`src/rtl/ab_pkg.sv`:
```
package ab_pkg;
    typedef enum logic [2:0] {
        S_OFF,
        S_WAIT_IDLE,
        S_ARMED,
        S_MEASURE,
        S_LOCKED,
        S_ERROR
    } ab_state_t;
endpackage

```
`src/rtl/ab_sync.sv`:
```
module ab_sync (
    input  logic clk,
    input  logic rst_n,
    input  logic rx_raw,
    output logic rx_s,
    output logic fall
);
    logic ff1, ff2, prev;

    always_ff @(posedge clk or negedge rst_n) begin
        if (!rst_n) begin
            ff1  <= 1'b1;
            ff2  <= 1'b1;
            prev <= 1'b1;
        end else begin
            ff1  <= rx_raw;
            ff2  <= ff1;
            prev <= ff2;
        end
    end

    assign rx_s = ff2;
    assign fall = prev & ~ff2;
endmodule

```
`src/rtl/ab_meter.sv`:
```
module ab_meter #(
    parameter int MAX_LOW = 65535,
    parameter int OVS     = 16,
    parameter int BITS    = 9,
    localparam int SPAN   = OVS * BITS,
    localparam int HALF   = SPAN / 2,
    localparam int Q_MAX  = (MAX_LOW + HALF) / SPAN,
    localparam int Q_W    = $clog2(Q_MAX + 1),
    localparam int LEN_W  = $clog2(MAX_LOW + 1),
    localparam int PH_W   = $clog2(SPAN)
) (
    input  logic           clk,
    input  logic           rst_n,
    input  logic           start,
    input  logic           inc,
    output logic [Q_W-1:0] quot,
    output logic           sat
);
    logic [LEN_W-1:0] len;
    logic [PH_W-1:0]  phase;

    always_ff @(posedge clk or negedge rst_n) begin
        if (!rst_n) begin
            len   <= '0;
            phase <= PH_W'(HALF);
            quot  <= '0;
        end else if (start) begin
            len   <= LEN_W'(1);
            phase <= PH_W'(HALF + 1);
            quot  <= '0;
        end else if (inc && !sat) begin
            len <= len + 1'b1;
            if (phase == PH_W'(SPAN - 1)) begin
                phase <= '0;
                quot  <= quot + 1'b1;
            end else begin
                phase <= phase + 1'b1;
            end
        end
    end

    assign sat = (len == LEN_W'(MAX_LOW));


    len_cap_chk: assert property (@(posedge clk) disable iff (!rst_n)
        $past(sat) && !$past(start) |-> len == $past(len));


    phase_range_chk: assert property (@(posedge clk) disable iff (!rst_n)
        phase < PH_W'(SPAN));
endmodule

```
`src/rtl/uart_autobaud.sv`:
```
module uart_autobaud #(
    parameter int MAX_LOW  = 65535,
    parameter int OVS      = 16,
    parameter int BITS     = 9,
    parameter int IDLE_MIN = 64,
    localparam int SPAN    = OVS * BITS,
    localparam int DIV_W   = $clog2((MAX_LOW + SPAN / 2) / SPAN + 1),
    localparam int IDLE_W  = $clog2(IDLE_MIN + 1)
) (
    input  logic             clk,
    input  logic             rst_n,
    input  logic             en,
    input  logic             rx,
    output logic [DIV_W-1:0] div,
    output logic             locked,
    output logic             err
);
    import ab_pkg::*;

    ab_state_t         state, nstate;
    logic              rx_s, fall, sat, m_start, m_inc;
    logic [DIV_W-1:0]  quot;
    logic [IDLE_W-1:0] idle_cnt;
    logic [DIV_W-1:0]  div_q;

    ab_sync sync_i (
        .clk    (clk),
        .rst_n  (rst_n),
        .rx_raw (rx),
        .rx_s   (rx_s),
        .fall   (fall)
    );

    ab_meter #(.MAX_LOW(MAX_LOW), .OVS(OVS), .BITS(BITS)) meter_i (
        .clk   (clk),
        .rst_n (rst_n),
        .start (m_start),
        .inc   (m_inc),
        .quot  (quot),
        .sat   (sat)
    );

    assign m_start = (state == S_ARMED) && fall && en;
    assign m_inc   = (state == S_MEASURE) && !rx_s;

    always_comb begin
        nstate = state;
        unique case (state)
            S_OFF:       if (en) nstate = S_WAIT_IDLE;
            S_WAIT_IDLE: if (rx_s && idle_cnt == IDLE_W'(IDLE_MIN - 1)) nstate = S_ARMED;
            S_ARMED:     if (fall) nstate = S_MEASURE;
            S_MEASURE: begin
                if (rx_s)      nstate = (quot == '0) ? S_ERROR : S_LOCKED;
                else if (sat)  nstate = S_ERROR;
            end
            S_LOCKED:    nstate = S_LOCKED;
            S_ERROR:     nstate = S_ERROR;
            default:     nstate = S_OFF;
        endcase
        if (!en) nstate = S_OFF;
    end

    // state register, idle qualifier and divisor latch
    always_ff @(posedge clk or negedge rst_n) begin
        if (!rst_n) begin
            state    <= S_OFF;
            idle_cnt <= '0;
            div_q    <= '0;
        end else begin
            state <= nstate;
            if (state == S_WAIT_IDLE && rx_s && idle_cnt != IDLE_W'(IDLE_MIN))
                idle_cnt <= idle_cnt + 1'b1;
            else
                idle_cnt <= '0;
            if (state == S_OFF)
                div_q <= '0;
            else if (state == S_MEASURE && rx_s && en && quot != '0)
                div_q <= quot - 1'b1;
        end
    end

    // outputs
    always_comb begin
        div    = div_q;
        locked = (state == S_LOCKED);
        err    = (state == S_ERROR);
    end


    flags_excl_chk: assert property (@(posedge clk) disable iff (!rst_n)
        !(locked && err));


    div_hold_chk: assert property (@(posedge clk) disable iff (!rst_n)
        (locked && en) |=> (locked && $stable(div)));


    disable_clear_chk: assert property (@(posedge clk) disable iff (!rst_n)
        !en |=> (!locked && !err));


    err_source_chk: assert property (@(posedge clk) disable iff (!rst_n)
        $rose(err) |-> $past(state) == S_MEASURE);


    arm_idle_chk: assert property (@(posedge clk) disable iff (!rst_n)
        (state == S_MEASURE) && $past(state) == S_ARMED |-> $past(fall));
endmodule

```
`config.mk`:
```
export PLATFORM = sky130hd
export DESIGN_NAME = uart_autobaud
export DESIGN_NICKNAME = d
export VERILOG_FILES = /design/src/rtl/ab_pkg.sv /design/src/rtl/ab_sync.sv /design/src/rtl/ab_meter.sv /design/src/rtl/uart_autobaud.sv
export SDC_FILE = /design/constraint.sdc
export NUM_CORES = 1
export LEC_CHECK = 0
export BUFFER_PORTS_ARGS = -buffer_cell sky130_fd_sc_hd__buf_2
export CORE_MARGIN = 8
export CORE_UTILIZATION = 45
export DETAILED_ROUTE_END_ITERATION = 8
export HOLD_SLACK_MARGIN = 0.05
export SYNTH_ARGS = -nofsm -noshare
export SYNTH_HDL_FRONTEND = slang
export SYNTH_SLANG_ARGS = --single-unit
```
`constraint.sdc`:
```
create_clock -name clk -period 2.3 [get_ports clk]
set_input_delay 0.575 -clock clk [delete_from_list [all_inputs] [get_ports clk]]
set_output_delay 0.575 -clock clk [all_outputs]
set_load 0.005 [all_outputs]
```
==> impl_metrics.toml, run 1 <==
[detailed_routing]
vias = 2473
drt-pass1-iter-count = 4
ant_nets = 0
drtIter0Drc = 107
viasPerCell = 5.82
wire_per_inst_um = 15.1
routed_wl_um = 6430
drc = 0

[clocking]
clk_pin_slew_ns = 0.10
cts_resized = 0
cts_tree = "built"
post-cts-setup-buffer-count = 0
cts_buffer_depth = 2
clk_latency_ns = 0.31
cts-htree-levels = 2
root_buffer = "clkbuf_8"
numCtsBuffers = 5
clkSinkCount = 55
hold_buffers = 0

[critical_path]
worstPathArrival_ns = 1.51
slowest_delay_ns = 0.45
rr_startpoint = "meter_i.quot[1]"
r2r_cells = 7
worstSetupPathType = "register to output pin"
start_kind = "register"
crit_chain = "buf_4 > nor2b_1 > and2_1 > buf_2"
critical_path_required_ns = 1.73
crit_slowest_cell = "dfrtp_1"
startpoint = "state[0]"
cp-end-kind = "output pin"
crit_path_max_fanout = 7

[grt]
grt.total_usage = 0.138
use_met2 = 0.226
antenna_found_initial = 0
grt_pass1_wl_um = 11300
met1_usage = 0.182
grt_use_met3 = 0.0211
busiest_layer = "met2"
grt_pass1_vias = 2382
globalRouteOverflowTotal = 0
grt_max_degree = 37

[place]
post-dp-hpwl_um = 4590
io_buffer_count = 14
gp_congestion = 0.793

[sta]
clock.fmax_mhz = 480
setup_viol = 0
tns_ns = 0
worst_pin_slew_ns = 0.627
period_needed_ns = 2.09
rsz0062_at_grt = "false"
skew_ns = 0.00589
fin_crit_sh = 0.907
slew_headroom = 0.579
hold_violations = 0
slew_violations = 0

[power_and_ir_drop]
p_leak_nw = 1.40
powerDensity_mw_per_mm2 = 502
power_mw = 1.71
ir_drop_v = 0.000209

[synth]
ys_ff_latch = 55
yosysSeqAreaShare = 0.450
ys_async_sr_fraction = 1.00
yosysWarnings = 0
ys_types = 50
syn_inst = 330
ys.flop_type = "dfrtp_1"
synth_fp_nets = 340
postSynthAreaPerCell_um2 = 9.31
mappedNetlistArea_mm2 = 0.00307
synth_edf_count = 0

[final_layout]
finalNetCount = 354
diodes = 0
syn_to_final_growth_pct = 10.9
drive_gt1_frac = 0.128

[flow_run]
drv_cap = 0

[die]
start_util = 0.457
core_mm2 = 0.00672
die-area_mm2 = 0.00973
io_pins = 15
die_w_um = 98.6
fp.dieH_um = 98.6
row_count = 30

[min_path]
hold_path_class = "input pin to async pin"

[outcome]
status = "completed"
through the flow:
step	hold slack [ns]	setup slack (ns)	util	cell area [um^2]	instances
floorplan	0.279	0.432	-	3070	330
global placement	0.345	0.330	0.490	3290	417
detailed placement	0.347	0.298	0.490	3290	417
CTS	0.216	0.207	0.507	3410	425
global route	0.231	0.105	0.507	3410	425
finish	0.202	0.215	0.507	3410	425
state kept, by name, indices dropped and copies added, names as in the netlist:
signal	count
div	9
idle_cnt	7
meter_i.len	16
meter_i.phase	8
meter_i.quot	9
state	3
sync_i.ff1	1
sync_i.prev	1
sync_i.rx_s	1
power by group:
| group | switching (mW) | internal, mW |
|---|---|---|
| sequential | 0.00820 | 0.975 |
| combinational | 0.0392 | 0.0177 |
| clock | 0.317 | 0.353 |
worst max-delay path: cells and delay by family (launching register included):
family | cells | cell delay [ns]
simple gates | 2 | 0.47
buf+inv | 2 | 0.29
flops | 1 | 0.45
synth_stat cells, drive strengths merged, types with 7 or more instances:
cell / instances / share of area
a21oi: 15 / 0.024
clkbuf: 14 / 0.018
dfrtp: 50 / 0.41
mux2i: 19 / 0.062
nand2: 37 / 0.045
nand2b: 10 / 0.020
nand3: 25 / 0.041
nand4: 7 / 0.016
nor2: 18 / 0.022
nor3: 12 / 0.020
o21ai: 16 / 0.026
o31ai: 7 / 0.017
or3: 7 / 0.014
or4: 11 / 0.028
xnor2: 7 / 0.020
final timing paths:
kind / endpoint / slack (ns)
worst max-delay path: err / 0.21
worst min-delay path: div[7] / 0.20
worst max register to register: div[0] / 0.27
worst min register to register: sync_i.rx_s / 0.36
max in group asynchronous: sync_i.prev / 1.49
min in group clk: sync_i.ff1 / 0.35
layout make-up:
| cell class | instances | area, um^2 |
|---|---|---|
| Clock buffer | 6 | 82.6 |
| Multi-Input combinational cell | 249 | 1590 |
| Clock inverter | 2 | 35.0 |
| Timing Repair Buffer | 27 | 193 |
| Inverter | 6 | 22.5 |
| Tap cell | 80 | 100 |
| Sequential cell | 55 | 1380 |
| Fill cell | 621 | 3310 |
layout by cell type (no fill, tap or decap), types with 5 or more instances in the layout:
master and instances:
nand2_1 37, nand2b_1 10, ha_1 6, nor4_1 5, dfrtp_1 50, nor2_1 18
a21oi_1 15, nor3_1 12, o31ai_1 7, inv_1 6, dfstp_2 5, nand4_1 6
xnor2_1 7, o21ai_0 14, buf_4 11, buf_2 14, mux2i_1 19, nand3_1 25
or3_1 7, clkbuf_8 6, or4_1 10
routing by layer:
layer | vias up | part of all wire | wire length, um
met1 | 1197 | 0.50 | 3220
met4 | 0 | 0.011 | 70
li1 | 1233 | - | -
met5 | - | 0 | 0
met3 | 7 | 0.032 | 208
met2 | 36 | 0.46 | 2930
kinds of logic (layout without fill, tap and decap cells):
kind of cell,count (synthesis),count (layout),synth area share
and+or+nand+nor,159,159,0.288
DFF,55,55,0.450
AOI/OAI and AO/OA,54,54,0.110
buffers and inverters,26,41,0.0342
muxes,19,19,0.0619
xor gates and xnor gates,11,11,0.0314
adders and majority gates,6,6,0.0244
Power figures use the tool's default switching activity.
==> inputs of run 2 (changes only) <==
--- a/config.mk
+++ b/config.mk
@@ -7,9 +7,12 @@
 export LEC_CHECK = 0
 export BUFFER_PORTS_ARGS = -buffer_cell sky130_fd_sc_hd__buf_2
 export CORE_MARGIN = 8
-export CORE_UTILIZATION = 45
+export CORE_UTILIZATION = 60
 export DETAILED_ROUTE_END_ITERATION = 8
+export GPL_TIMING_DRIVEN = 0
 export HOLD_SLACK_MARGIN = 0.05
+export PLACE_DENSITY = 0.78
 export SYNTH_ARGS = -nofsm -noshare
 export SYNTH_HDL_FRONTEND = slang
+export SYNTH_HIERARCHICAL = 1
 export SYNTH_SLANG_ARGS = --single-unit
==> impl_metrics.toml, run 2 <==
[detailed_routing]
ant_nets = 0
vias = 2478
drc = 0
drt-pass1-iter-count = 4
wire_per_inst_um = 15.9
drtIter0Drc = 158
routed_wl_um = 6500
viasPerCell = 6.07

[die]
row_count = 25
fp.dieH_um = 86.5
core_mm2 = 0.00475
die-area_mm2 = 0.00748
start_util = 0.627
io_pins = 15
die_w_um = 86.5

[sta]
worst_slack_ns = 0.0890
skew_ns = 0.0103
tns_ns = 0
period_needed_ns = 2.21
worst_pin_slew_ns = 0.904
hold_ws_ns = 0.207
hold_violations = 0
rsz0062_at_grt = "false"
fin_crit_sh = 0.961
clock.fmax_mhz = 452
slew_headroom = 0.393
slew_violations = 0
setup_viol = 0

[synth]
synth_common_cells = "50 x dfrtp_1, 28 x a21oi_1, 23 x nor2_1, 18 x nand2_1, 17 x or3_1"
postSynthAreaPerCell_um2 = 9.59
synth_edf_count = 0
yosysSeqAreaShare = 0.464
ys.flop_type = "dfrtp_1"
ys_ff_latch = 55
yosysTopAreaCell = "dfrtp_1"
synth.most_common_cell = "dfrtp_1"
ys_top_cells_by_area = "dfrtp_1 42%, a21oi_1 4.7%, dfstp_2 4.4%"
yosysWarnings = 6
syn_inst = 311
ys_async_sr_fraction = 1.00
mappedNetlistArea_mm2 = 0.00298
yosysTopAreaCellShare = 0.419
synth_fp_nets = 321
ys_types = 54

[place]
place_ws_ns = -0.373
io_buffer_count = 14
placed_cell_area_mm2 = 0.00314
gp_congestion = 0.828
post-dp-hpwl_um = 4270
dp_cells = 392

[clocking]
clk_latency_ns = 0.31
clkSinkCount = 55
cts_buffer_depth = 2
cts_tree = "built"
root_buffer = "clkbuf_8"
cts-htree-levels = 2
clk_pin_slew_ns = 0.10
numCtsBuffers = 5
hold_buffers = 0

[final_layout]
diodes = 0
final_common_cell = "dfrtp_1"
regArea_mm2 = 0.00139
drive_gt1_frac = 0.202
final_area_mm2 = 0.00343
final_cells = 408
top_register = "meter_i/len"
multi_input_area_mm2 = 0.00155
final_core_util = 0.722
fillCellCount = 363
largest_reg_flops = 16
finalNetCount = 350
syn_to_final_growth_pct = 15.0
final_cell_mix = "48 x dfrtp_1, 28 x a21oi_1, 23 x nor2_1"

[flow_run]
drv_cap = 0

[critical_path]
crit_path_max_fanout = 10
start_kind = "register"
crit_slowest_cell = "or4_1"
r2r_setup_slack_ns = 0.09
crit_chain = "clkbuf_4 > and4_4 > nand4_1 > or3_4 > or4_1 > a21oi_1"
path_buf_inv = 1
worstSetupPathType = "register to register"
slowest_delay_ns = 0.51
cp_top_family = "simple AND/OR/NAND/NOR gates"
worstPathArrival_ns = 2.45
cp-end-kind = "register"
critical_path_required_ns = 2.54

[power_and_ir_drop]
p_leak_nw = 1.36
ir_drop_v = 0.000426
powerDensity_mw_per_mm2 = 576
power_mw = 1.98

[grt]
globalRouteOverflowTotal = 0
grt_pass1_wl_um = 11100
antenna_found_initial = 0
grt.total_usage = 0.184
grt_pass1_vias = 2391
grt_max_degree = 56

[outcome]
status = "completed"

[min_path]
hold_path_class = "input pin to async pin"
-- run 2: cell types whose count changed in the layout (fill, tap and decap cells not counted), sizes merged, moves of 7 or more --
cell and delta:
nand2 -19, mux2i -15, clkbuf +7, nand3 -11, inv +7, nand2b -9, a21oi +13, or3 +10
-- run 2: layout make-up --
type / instances / share of cell area
buffer: 10 / 0.0204
clock buffer: 5 / 0.0201
clock inverter: 3 / 0.0197
inverter: 13 / 0.0142
multi-input combinational: 231 / 0.451
sequential: 55 / 0.404
tap: 67 / 0.0244
timing repair buffer: 24 / 0.0460
-- run 2: kinds of logic after synthesis --
logic type	after synthesis	synth area share
XOR/XNOR	14	0.0411
buffers and inverters	25	0.0348
flip-flops	55	0.464
AND/OR/NAND/NOR	126	0.244
AO/OA/AOI/OAI	79	0.171
adder cells (fa/ha/maj)	6	0.0252
multiplexers	6	0.0210
-- run 2: worst paths after layout --
check	cells after the start	from	to
max	6	state[0]	meter_i/len[13]
min	1	rst_n	state[0]
max reg2reg	6	state[0]	meter_i/len[13]
min reg2reg	0	sync_i/ff1	sync_i/rx_s
max in group asynchronous	2	rst_n	meter_i/phase[3]
min in group clk	1	rx	sync_i/ff1
-- run 2: worst register-to-register path, stage by stage, from the launching register on --
cell      delay [ns]
dfrtp_1         0.39
clkbuf_4        0.21
and4_4          0.28
nand4_1         0.15
or3_4           0.45
or4_1           0.51
a21oi_1         0.15
-- run 2: power by group --
group / total [mW] / switching (mW) / leakage (nW) / internal [mW]
Clock: 0.757 / 0.323 / 0.0644 / 0.434
Combinational: 0.162 / 0.0949 / 0.624 / 0.0668
Sequential: 1.06 / 0.0495 / 0.676 / 1.01
-- run 2: timing repair --
action	4_1_cts	5_1_grt
setup buffers	4	5
pin swaps	3	2
endpoints found under the setup margin	35	30
resized for setup	12	15
-- run 2: layer usage --
| layer | track usage | part of all wire | vias up |
|---|---|---|---|
| li1 | - | - | 1221 |
| met1 | 0.233 | 0.44 | 1180 |
| met2 | 0.292 | 0.48 | 65 |
| met3 | 0.0491 | 0.056 | 12 |
| met4 | 0.0673 | 0.018 | 0 |
| met5 | 0 | 0 | - |
==> inputs of run 3 (changes only) <==
--- a/config.mk
+++ b/config.mk
@@ -14,5 +14,4 @@
 export PLACE_DENSITY = 0.78
 export SYNTH_ARGS = -nofsm -noshare
 export SYNTH_HDL_FRONTEND = slang
-export SYNTH_HIERARCHICAL = 1
 export SYNTH_SLANG_ARGS = --single-unit
==> impl_metrics.toml, run 3 (same netlist as run 1, synthesis figures left out) <==
[die]
die_w_um = 87.6
core_mm2 = 0.00501
fp.dieH_um = 87.6
die-area_mm2 = 0.00767
io_pins = 15
start_util = 0.613
row_count = 26

[final_layout]
drive_gt1_frac = 0.114
regArea_mm2 = 0.00138
diodes = 0
multi_input_area_mm2 = 0.00161
fillCellCount = 441
largest_reg_flops = 16
final_core_util = 0.667
top_register = "meter_i.len"
final_cell_mix = "50 x dfrtp_1, 37 x nand2_1, 25 x nand3_1"
final_common_cell = "dfrtp_1"
finalNetCount = 361
syn_to_final_growth_pct = 8.71

[power_and_ir_drop]
powerDensity_mw_per_mm2 = 464
ir_drop_v = 0.000404
p_leak_nw = 1.37
power_mw = 1.55

[critical_path]
rr_startpoint = "meter_i.len[0]"
slowest_delay_ns = 0.69
path_buf_inv = 1
cp_top_family = "simple AND/OR/NAND/NOR gates"
crit_slowest_cell = "or4_1"
cpMostUsedCell = "nand3_1"
startpoint = "meter_i.len[0]"
crit_chain = "ha_1 > nand3_1 > or4_1 > clkbuf_2 > nand3_1 > mux2i_1"
worst-path-stages = 6
start_kind = "register"
cp-end-kind = "register"
worstSetupPathType = "register to register"
endpoint = "meter_i.len[4]"
timing.rr.end = "meter_i.len[4]"
r2r_setup_slack_ns = 0.09
crit_path_max_fanout = 10
worstPathArrival_ns = 2.43
critical_path_required_ns = 2.52
r2r_cells = 6

[outcome]
status = "completed"

[detailed_routing]
wire_per_inst_um = 15.1
drtIter0Drc = 163
vias = 2565
routed_wl_um = 6380
drc = 0
viasPerCell = 6.08
drt-pass1-iter-count = 4
ant_nets = 0

[place]
gp_congestion = 0.857
io_buffer_count = 14
post-dp-hpwl_um = 4380

[sta]
rsz0062_at_grt = "false"
tns_ns = 0
worst_pin_slew_ns = 1.21
clock.fmax_mhz = 453
slew_violations = 0
skew_ns = 0.00445
period_needed_ns = 2.21
fin_crit_sh = 0.959
hold_violations = 0
slew_headroom = 0.190
setup_viol = 0

[flow_run]
drv_cap = 0

[grt]
globalRouteOverflowTotal = 0
grt.total_usage = 0.171
grt_max_degree = 56
grt_pass1_vias = 2292
grt_pass1_wl_um = 10600
antenna_found_initial = 0

[clocking]
cts_buffer_depth = 2
clkSinkCount = 55
post-cts-setup-buffer-count = 0
clk_pin_slew_ns = 0.09
clk_latency_ns = 0.30
root_buffer = "clkbuf_8"
hold_buffers = 0
cts_tree = "built"
numCtsBuffers = 5
cts-htree-levels = 2

[min_path]
hold_path_class = "input pin to register"
## run 3: cell count changes in the layout (fill, tap and decap cells not counted), sizes merged, moves of 9 or more
cell | before | now
nand2 | 18 | 37
mux2i | 4 | 19
a21oi | 28 | 15
nand3 | 14 | 25
or3 | 17 | 7
clkbuf | 13 | 22
nand2b | 1 | 10
## run 3: layout make-up
cell class / instances / share of cell area
multi-input cells: 249 / 0.481
repair buffers: 14 / 0.0210
clock buffers: 7 / 0.0228
well taps: 70 / 0.0262
clock inverters: 1 / 0.00150
flip-flops and latches: 55 / 0.414
plain buffers: 20 / 0.0270
inverters: 6 / 0.00674
## run 3: what timing repair did
action                                  in CTS  in global routing
endpoints found under the hold margin        0                  0
gates cloned                                 0                  0
gates resized for setup                      3                  7
pin swaps                                    0                  0
endpoints found under the setup margin      15                 19
## run 3: through the flow
stage,setup WS (ns),instances,hold slack [ns],cell area [um^2]
CTS,0.0165,422,0.352,3320
floorplan,0.432,330,0.279,3070
global route,0.00102,422,0.349,3340
finish,0.0939,422,0.359,3340
detailed placement,-0.0925,414,0.347,3230
global placement,-0.0914,414,0.346,3230
## run 3: routing by layer
layer / vias up / share of wire / GRT usage / wire [um]
li1: 1253 / - / - / -
met1: 1248 / 0.47 / 0.218 / 2980
met2: 54 / 0.48 / 0.284 / 3080
met3: 10 / 0.037 / 0.0319 / 233
met4: 0 / 0.013 / 0.0563 / 80
met5: - / 0 / 0 / 0
## run 3: report_power, final
part	leakage, nW	switching [mW]	internal, mW	total [mW]
Sequential	0.655	0.00673	0.975	0.982
Clock	0.0422	0.299	0.215	0.513
Combinational	0.673	0.0410	0.0141	0.0552
Total	1.37	0.346	1.20	1.55
## run 3: worst min-delay path by stage
stage / start / end / depth (start not counted)
finish: rx / sync_i.ff1 / 1
global route: rx / sync_i.ff1 / 1
CTS: rx / sync_i.ff1 / 1
detailed placement: sync_i.ff1 / sync_i.rx_s / 0
global placement: sync_i.ff1 / sync_i.rx_s / 0
floorplan: rst_n / div[0] / 0
